`src/rtl/eew_pkg.sv`:
```
package eew_pkg;

  parameter int EE_ADDR_BITS = 16;
  parameter int XFER_MAX     = 16 + EE_ADDR_BITS;
  parameter int XFER_NBW     = $clog2(XFER_MAX + 1);

  localparam logic [7:0] OP_RDSR  = 8'h05;
  localparam logic [7:0] OP_WREN  = 8'h06;
  localparam logic [7:0] OP_WRITE = 8'h02;

  // strobes from control to the serial engine
  typedef struct packed {
    logic                start;
    logic                csLow;
    logic                csHigh;
    logic [XFER_NBW-1:0] nBits;
    logic [XFER_MAX-1:0] word;
  } xferCmd_t;

  typedef enum logic [3:0] {
    S_IDLE, S_GRANT, S_POLL, S_POLL_W, S_WREN, S_WREN_W,
    S_TICK, S_TICK_W, S_WRITE, S_WRITE_W, S_FINISH
  } ctrlState_t;

endpackage

```
`src/rtl/eew_shift.sv`:
```
module eew_shift
  import eew_pkg::*;
#(
  parameter int SK_HALF = 4
) (
  input  logic     clk,
  input  logic     rstN,
  input  xferCmd_t cmd,
  input  logic     eeDo,
  output logic     eeSk,
  output logic     eeCsN,
  output logic     eeDi,
  output logic     xferDone,
  output logic     statusBit0
);

  localparam int HW = (SK_HALF > 1) ? $clog2(SK_HALF) : 1;

  logic                active;
  logic                skReg;
  logic                csReg;
  logic                doneReg;
  logic                sampledDo;
  logic [HW-1:0]       halfCnt;
  logic [XFER_NBW-1:0] bitsLeft;
  logic [XFER_MAX-1:0] shiftReg;

  always_ff @(posedge clk or negedge rstN) begin
    if (!rstN) begin
      active    <= 1'b0;
      skReg     <= 1'b0;
      csReg     <= 1'b1;
      doneReg   <= 1'b0;
      sampledDo <= 1'b0;
      halfCnt   <= '0;
      bitsLeft  <= '0;
      shiftReg  <= '0;
    end else begin
      doneReg <= 1'b0;
      if (cmd.csLow)  csReg <= 1'b0;
      if (cmd.csHigh) csReg <= 1'b1;
      if (cmd.start && !active) begin
        active   <= 1'b1;
        skReg    <= 1'b0;
        halfCnt  <= '0;
        bitsLeft <= cmd.nBits;
        shiftReg <= cmd.word << (XFER_MAX - int'(cmd.nBits));
      end else if (active) begin
        if (halfCnt == HW'(SK_HALF - 1)) begin
          halfCnt <= '0;
          if (!skReg) begin
            skReg     <= 1'b1;
            sampledDo <= eeDo;
          end else begin
            skReg    <= 1'b0;
            shiftReg <= shiftReg << 1;
            bitsLeft <= bitsLeft - 1'b1;
            if (bitsLeft == XFER_NBW'(1)) begin
              active  <= 1'b0;
              doneReg <= 1'b1;
            end
          end
        end else begin
          halfCnt <= halfCnt + 1'b1;
        end
      end
    end
  end

  assign eeSk       = skReg;
  assign eeCsN      = csReg;
  assign eeDi       = active ? shiftReg[XFER_MAX-1] : 1'b0;
  assign xferDone   = doneReg;
  assign statusBit0 = sampledDo;

  AST_DI_STABLE_SK_HIGH: assert property (@(posedge clk) disable iff (!rstN)
    eeSk |-> $stable(eeDi));
  AST_DONE_ON_SK_FALL: assert property (@(posedge clk) disable iff (!rstN)
    xferDone |-> $fell(eeSk));

endmodule

```
`src/rtl/eew_ctrl.sv`:
```
module eew_ctrl
  import eew_pkg::*;
#(
  parameter int CLKS_PER_MS = 125000,
  parameter int TIMEOUT_MS  = 10000
) (
  input  logic                    clk,
  input  logic                    rstN,
  input  logic                    reqValid,
  output logic                    reqReady,
  input  logic [EE_ADDR_BITS-2:0] reqAddr,
  input  logic [15:0]             reqData,
  output logic                    busReq,
  input  logic                    busGrant,
  input  logic                    xferDone,
  input  logic                    statusBit0,
  output xferCmd_t                cmd,
  output logic                    donePulse,
  output logic                    doneErr
);

  localparam int DW  = (CLKS_PER_MS > 1) ? $clog2(CLKS_PER_MS) : 1;
  localparam int MSW = $clog2(TIMEOUT_MS + 1);

  ctrlState_t              state;
  logic [EE_ADDR_BITS-1:0] addrReg;
  logic [15:0]             dataReg;
  logic                    lowPhase;
  logic                    errFlag;
  logic [DW-1:0]           tickDiv;
  logic [MSW-1:0]          msCnt;
  logic                    timerClr;
  logic [7:0]              curByte;

  assign curByte  = lowPhase ? dataReg[7:0] : dataReg[15:8];
  assign reqReady = (state == S_IDLE);
  assign timerClr = (state == S_GRANT && busGrant) ||
                    (state == S_WRITE_W && xferDone && !lowPhase);

  // millisecond timer for status polling
  always_ff @(posedge clk or negedge rstN) begin
    if (!rstN) begin
      tickDiv <= '0;
      msCnt   <= '0;
    end else if (timerClr) begin
      tickDiv <= '0;
      msCnt   <= '0;
    end else if (tickDiv == DW'(CLKS_PER_MS - 1)) begin
      tickDiv <= '0;
      if (msCnt != MSW'(TIMEOUT_MS)) msCnt <= msCnt + 1'b1;
    end else begin
      tickDiv <= tickDiv + 1'b1;
    end
  end

  always_comb begin
    cmd        = '0;
    cmd.csHigh = xferDone && (state == S_POLL_W || state == S_WREN_W ||
                              state == S_WRITE_W);
    case (state)
      S_POLL: begin
        cmd.start = 1'b1;
        cmd.csLow = 1'b1;
        cmd.nBits = XFER_NBW'(16);
        cmd.word  = XFER_MAX'({OP_RDSR, 8'h00});
      end
      S_WREN: begin
        cmd.start = 1'b1;
        cmd.csLow = 1'b1;
        cmd.nBits = XFER_NBW'(8);
        cmd.word  = XFER_MAX'(OP_WREN);
      end
      S_TICK: begin
        cmd.start = 1'b1;
        cmd.nBits = XFER_NBW'(1);
      end
      S_WRITE: begin
        cmd.start = 1'b1;
        cmd.csLow = 1'b1;
        cmd.nBits = XFER_NBW'(XFER_MAX);
        cmd.word  = {OP_WRITE, addrReg, curByte};
      end
      default: ;
    endcase
  end

  always_ff @(posedge clk or negedge rstN) begin
    if (!rstN) begin
      state     <= S_IDLE;
      addrReg   <= '0;
      dataReg   <= '0;
      lowPhase  <= 1'b0;
      errFlag   <= 1'b0;
      busReq    <= 1'b0;
      donePulse <= 1'b0;
      doneErr   <= 1'b0;
    end else begin
      donePulse <= 1'b0;
      doneErr   <= 1'b0;
      case (state)
        S_IDLE: if (reqValid) begin
          addrReg  <= {reqAddr, 1'b1};
          dataReg  <= reqData;
          lowPhase <= 1'b0;
          errFlag  <= 1'b0;
          busReq   <= 1'b1;
          state    <= S_GRANT;
        end
        S_GRANT: if (busGrant) state <= S_POLL;
        S_POLL:  state <= S_POLL_W;
        S_POLL_W: if (xferDone) begin
          if (!statusBit0) begin
            state <= S_WREN;
          end else if (msCnt >= MSW'(TIMEOUT_MS)) begin
            errFlag <= 1'b1;
            state   <= S_FINISH;
          end else begin
            state <= S_POLL;
          end
        end
        S_WREN:   state <= S_WREN_W;
        S_WREN_W: if (xferDone) state <= S_TICK;
        S_TICK:   state <= S_TICK_W;
        S_TICK_W: if (xferDone) state <= S_WRITE;
        S_WRITE:  state <= S_WRITE_W;
        S_WRITE_W: if (xferDone) begin
          if (!lowPhase) begin
            lowPhase   <= 1'b1;
            addrReg[0] <= 1'b0;
            state      <= S_POLL;
          end else begin
            state <= S_FINISH;
          end
        end
        S_FINISH: begin
          busReq    <= 1'b0;
          donePulse <= 1'b1;
          doneErr   <= errFlag;
          state     <= S_IDLE;
        end
        default: state <= S_IDLE;
      endcase
    end
  end

  AST_BUSREQ_HELD: assert property (@(posedge clk) disable iff (!rstN)
    (state != S_IDLE) |-> busReq);
  AST_NO_WREN_AFTER_TIMEOUT: assert property (@(posedge clk) disable iff (!rstN)
    (state == S_WREN || state == S_WRITE) |-> !errFlag);
  AST_ERR_WITH_DONE: assert property (@(posedge clk) disable iff (!rstN)
    doneErr |-> donePulse);
  AST_BUSY_REQ_IGNORED: assert property (@(posedge clk) disable iff (!rstN)
    (reqValid && !reqReady) |=> $stable(dataReg));

endmodule

```
`src/rtl/eeprom_word_writer.sv`:
```
module eeprom_word_writer
  import eew_pkg::*;
#(
  parameter int SK_HALF     = 4,
  parameter int CLKS_PER_MS = 125000,
  parameter int TIMEOUT_MS  = 10000
) (
  input  logic        clk,
  input  logic        rstN,
  input  logic        reqValid,
  output logic        reqReady,
  input  logic [14:0] reqAddr,
  input  logic [15:0] reqData,
  output logic        busReq,
  input  logic        busGrant,
  output logic        eeSk,
  output logic        eeCsN,
  output logic        eeDi,
  input  logic        eeDo,
  output logic        donePulse,
  output logic        doneErr
);

  xferCmd_t xferCmd;
  logic     xferDone;
  logic     statusBit0;

  eew_ctrl #(.CLKS_PER_MS(CLKS_PER_MS), .TIMEOUT_MS(TIMEOUT_MS)) uCtrl (
    .clk(clk), .rstN(rstN), .reqValid(reqValid), .reqReady(reqReady),
    .reqAddr(reqAddr), .reqData(reqData), .busReq(busReq),
    .busGrant(busGrant), .xferDone(xferDone), .statusBit0(statusBit0),
    .cmd(xferCmd), .donePulse(donePulse), .doneErr(doneErr)
  );

  eew_shift #(.SK_HALF(SK_HALF)) uShift (
    .clk(clk), .rstN(rstN), .cmd(xferCmd), .eeDo(eeDo), .eeSk(eeSk),
    .eeCsN(eeCsN), .eeDi(eeDi), .xferDone(xferDone), .statusBit0(statusBit0)
  );

  AST_CS_NEEDS_OWNERSHIP: assert property (@(posedge clk) disable iff (!rstN)
    !eeCsN |-> busReq);
  AST_DONE_ONE_CYCLE: assert property (@(posedge clk) disable iff (!rstN)
    donePulse |=> !donePulse);

endmodule

```
`config.mk`:
```
export PLATFORM = sky130hd
export DESIGN_NAME = eeprom_word_writer
export DESIGN_NICKNAME = d
export VERILOG_FILES = /design/src/rtl/eew_pkg.sv /design/src/rtl/eew_shift.sv /design/src/rtl/eew_ctrl.sv /design/src/rtl/eeprom_word_writer.sv
export SDC_FILE = /design/constraint.sdc
export NUM_CORES = 1
export LEC_CHECK = 0
export BUFFER_PORTS_ARGS = -buffer_cell sky130_fd_sc_hd__buf_2
export CORE_MARGIN = 5
export CORE_UTILIZATION = 40
export CTS_CLUSTER_SIZE = 16
export DETAILED_ROUTE_END_ITERATION = 7
export HOLD_SLACK_MARGIN = 0.02
export PLACE_DENSITY = 0.58
export SLEW_MARGIN = 20
export SYNTH_ARGS = -nofsm -noshare
export SYNTH_HDL_FRONTEND = slang
export SYNTH_SLANG_ARGS = --single-unit
```
`constraint.sdc`:
```
create_clock -name clk -period 5.77 [get_ports clk]
set_clock_uncertainty 0.15 [all_clocks]
set_input_delay 0.8655 -clock clk [delete_from_list [all_inputs] [get_ports clk]]
set_output_delay 0.8655 -clock clk [all_outputs]
set_load 0.02 [all_outputs]
```
==> flow_metrics.tcl <==
set metrics [dict create \
    status "completed" \
    crit_path_max_incr_delay_ps 800 \
    clkTransAtPathRegs_ps 60 \
    synth_area_um2 6205 \
    yosys.area.top_type_share_pct 46.78 \
    setup_viol 0 \
    cp.buffers_inverters 0 \
    crit_family "simple AND/OR/NAND/NOR gates" \
    grt_max_degree 80 \
    filler_cell_count 1448 \
    synth_fp_nets 656 \
    ys.flop_type "dfrtp_1" \
    yosys_register_bits 117 \
    cts_tree "done" \
    first_pass_iters 5 \
    synth_cell_types 67 \
    area_growth_pct 15.22 \
    postLayoutCellArea_um2 7149 \
    layout-drive-gt1-share_pct 19.00 \
    startpoint_type "flip-flop" \
    dr_total_vias 4789 \
    max_freq_ghz 0.2715 \
    diodes 0 \
    finalHoldViolCount 0 \
    critPathKind "flip-flop to flip-flop" \
    p_per_area_nw_per_um2 491.2 \
    cts_num_sinks 117 \
    die_w_um 134.5 \
    yosys-top-cells-count "dfrtp_1 (116), nor2_1 (77), nand2_1 (42), mux2_2 (36), o21ai_0 (30)" \
    totalWireLength_mm 15.01 \
    grt_util_all_layers_pct 17.16 \
    period_minus_slack_ps 3683 \
    hold_buffers 0 \
    vias_per_cell 5.661 \
    maxSlewHeadroom_pct 30.59 \
    rows 45 \
    drc 0 \
    htreeDepth 4 \
    antenna_found_initial 0 \
    design.core.area_um2 15200 \
    drt_iter0_drc 457 \
    ys_seq_area_share_pct 47.21 \
    synth-edff-count 0 \
    maxSlewViolCount 0 \
    synthArstFlopShare_pct 100.0 \
    grt_pass1_wl_mm 24.76 \
    tns_ps 0 \
    arrival_ps 3830 \
    multi_input_area_um2 3073 \
    io_pins 43 \
    cts_resized 0 \
    gp_congestion 0.8684 \
    syn_avg_cell_area_um2 10.12 \
    cp_cell_sequence "or4b_1 -> ha_2 -> xor2_1 -> nand2_1 -> o32ai_1" \
    yosys.area.top_type "dfrtp_1" \
    required_ps 5920 \
    dpl.hpwl_mm 10.06 \
    synth.most_common_cell "dfrtp_1" \
    hold_path.class "input port to async pin" \
    numCtsBuffers 17 \
    worst_pin_slew_ps 1038 \
    cts_max_path_buffers 2 \
    placed_area_um2 6515 \
    die_y_um 134.5 \
    cellLeakagePower_nw 2.997 \
    timing.final.crit_share_pct 63.84 \
    synthCells 613 \
    synth_area_leaders "dfrtp_1 (47%), mux2_2 (6.5%), nor2_1 (4.7%)" \
    postCtsSetupBuffers 0 \
    postRouteAntennaNets 0 \
    port_buffers 42 \
    rsz0062_at_grt "false" \
    wl_per_cell_um 17.75 \
    cp_slowest_cell "xor2_1" \
    clk_latency_ps 420 \
    worstSetupEndpointType "flip-flop" \
    max-cap-violations 0 \
    peakVddDrop_mv 0.2184 \
    grt_pass1_vias 4686 \
    die_area_um2 18100 \
    start_util_pct 40.81 \
    overflow 0 \
    cp_max_fo 23 \
    ys_warn_count 0 \
    finalNetCount 688 \
    regArea_um2 2929 \
    cts_root_buffer "clkbuf_16" \
]
==> cells in the final DEF (no fill, tap or decap), drive strengths merged, types with 6 or more instances in the layout <==
cell	n
ha	7
xor2	14
dfrtp	116
inv	10
a21oi	24
mux2	37
buf	46
nor3	11
clkbuf	24
o22ai	6
nor4	14
mux2i	23
a211oi	7
nor4b	6
xnor2	18
nand2	44
and3	9
nor2	77
nand3	21
nand4	8
nand2b	10
o21a	10
o21ai	41
==> flip-flops by register name, indices dropped and copies added, names as in the netlist <==
register / count
uShift.shiftReg: 32
uCtrl.state: 4
uShift.eeSk: 1
uCtrl.doneErr: 1
uCtrl.tickDiv: 17
uCtrl.errFlag: 1
uShift.eeCsN: 1
uCtrl.donePulse: 1
uShift.xferDone: 1
uCtrl.busReq: 1
uCtrl.lowPhase: 1
uShift.statusBit0: 1
uCtrl.msCnt: 14
uShift.active: 1
uShift.halfCnt: 2
uCtrl.dataReg: 16
uCtrl.addrReg: 16
uShift.bitsLeft: 6
==> stage by stage <==
stage	cells	hold slack, ps	setup slack [ps]	power [mW]	utilization (%)
final	846	316.6	2087	3.512	47.03
after global routing	846	344.0	1798	3.722	47.03
after CTS	846	327.3	2062	3.530	46.99
after detailed placement	814	320.1	2132	2.385	42.86
after global placement	814	292.0	2231	2.343	42.86
after floorplan	613	275.1	3080	2.115	-
==> cells by family (layout without fill, tap and decap cells) <==
family | Yosys count | after routing | synth area share, %
simple gates | 234 | 234 | 20.81
compound gates | 120 | 120 | 12.32
flops | 117 | 117 | 47.21
mux | 60 | 60 | 10.43
buf+inv | 43 | 88 | 3.307
xor+xnor | 32 | 32 | 4.517
fa+ha+maj | 7 | 7 | 1.412
==> report_power, final <==
part	switching, mW	internal (mW)
registers	0.290	1.11
logic	0.537	0.454
clock network	0.370	0.756
total	1.20	2.32
==> layer usage <==
metal	part of all wire (%)	wire length, um	vias to the layer above	GRT usage (%)
li1	-	-	2274	-
met1	47	7097	2337	24.60
met2	45	6770	150	25.11
met3	5.2	778	28	4.061
met4	2.4	367	0	6.731
met5	0	0	-	0
==> final cells by class <==
| class | count | area share, % |
|---|---|---|
| inverter | 10 | 0.5250 |
| tap | 188 | 3.290 |
| clock inverter | 8 | 2.048 |
| multi-input combinational | 453 | 42.98 |
| clock buffer | 24 | 6.738 |
| timing repair buffer | 46 | 3.448 |
| sequential | 117 | 40.97 |
==> final timing paths <==
path                             startpoint                   to  slack, ps  cells past startpoint
setup reg to reg             uCtrl.state[0]  uShift.shiftReg[11]       2090                      5
max in group asynchronous              rstN         uShift.eeCsN       4090                      2
setup / recovery             uCtrl.state[0]  uShift.shiftReg[11]       2090                      5
hold / removal                         rstN     uCtrl.tickDiv[7]        320                      1
min in group clk           uCtrl.tickDiv[0]     uCtrl.tickDiv[0]        320                      1
hold reg to reg            uCtrl.tickDiv[0]     uCtrl.tickDiv[0]        320                      1
Note: power is estimated with default switching activity, not from simulation.
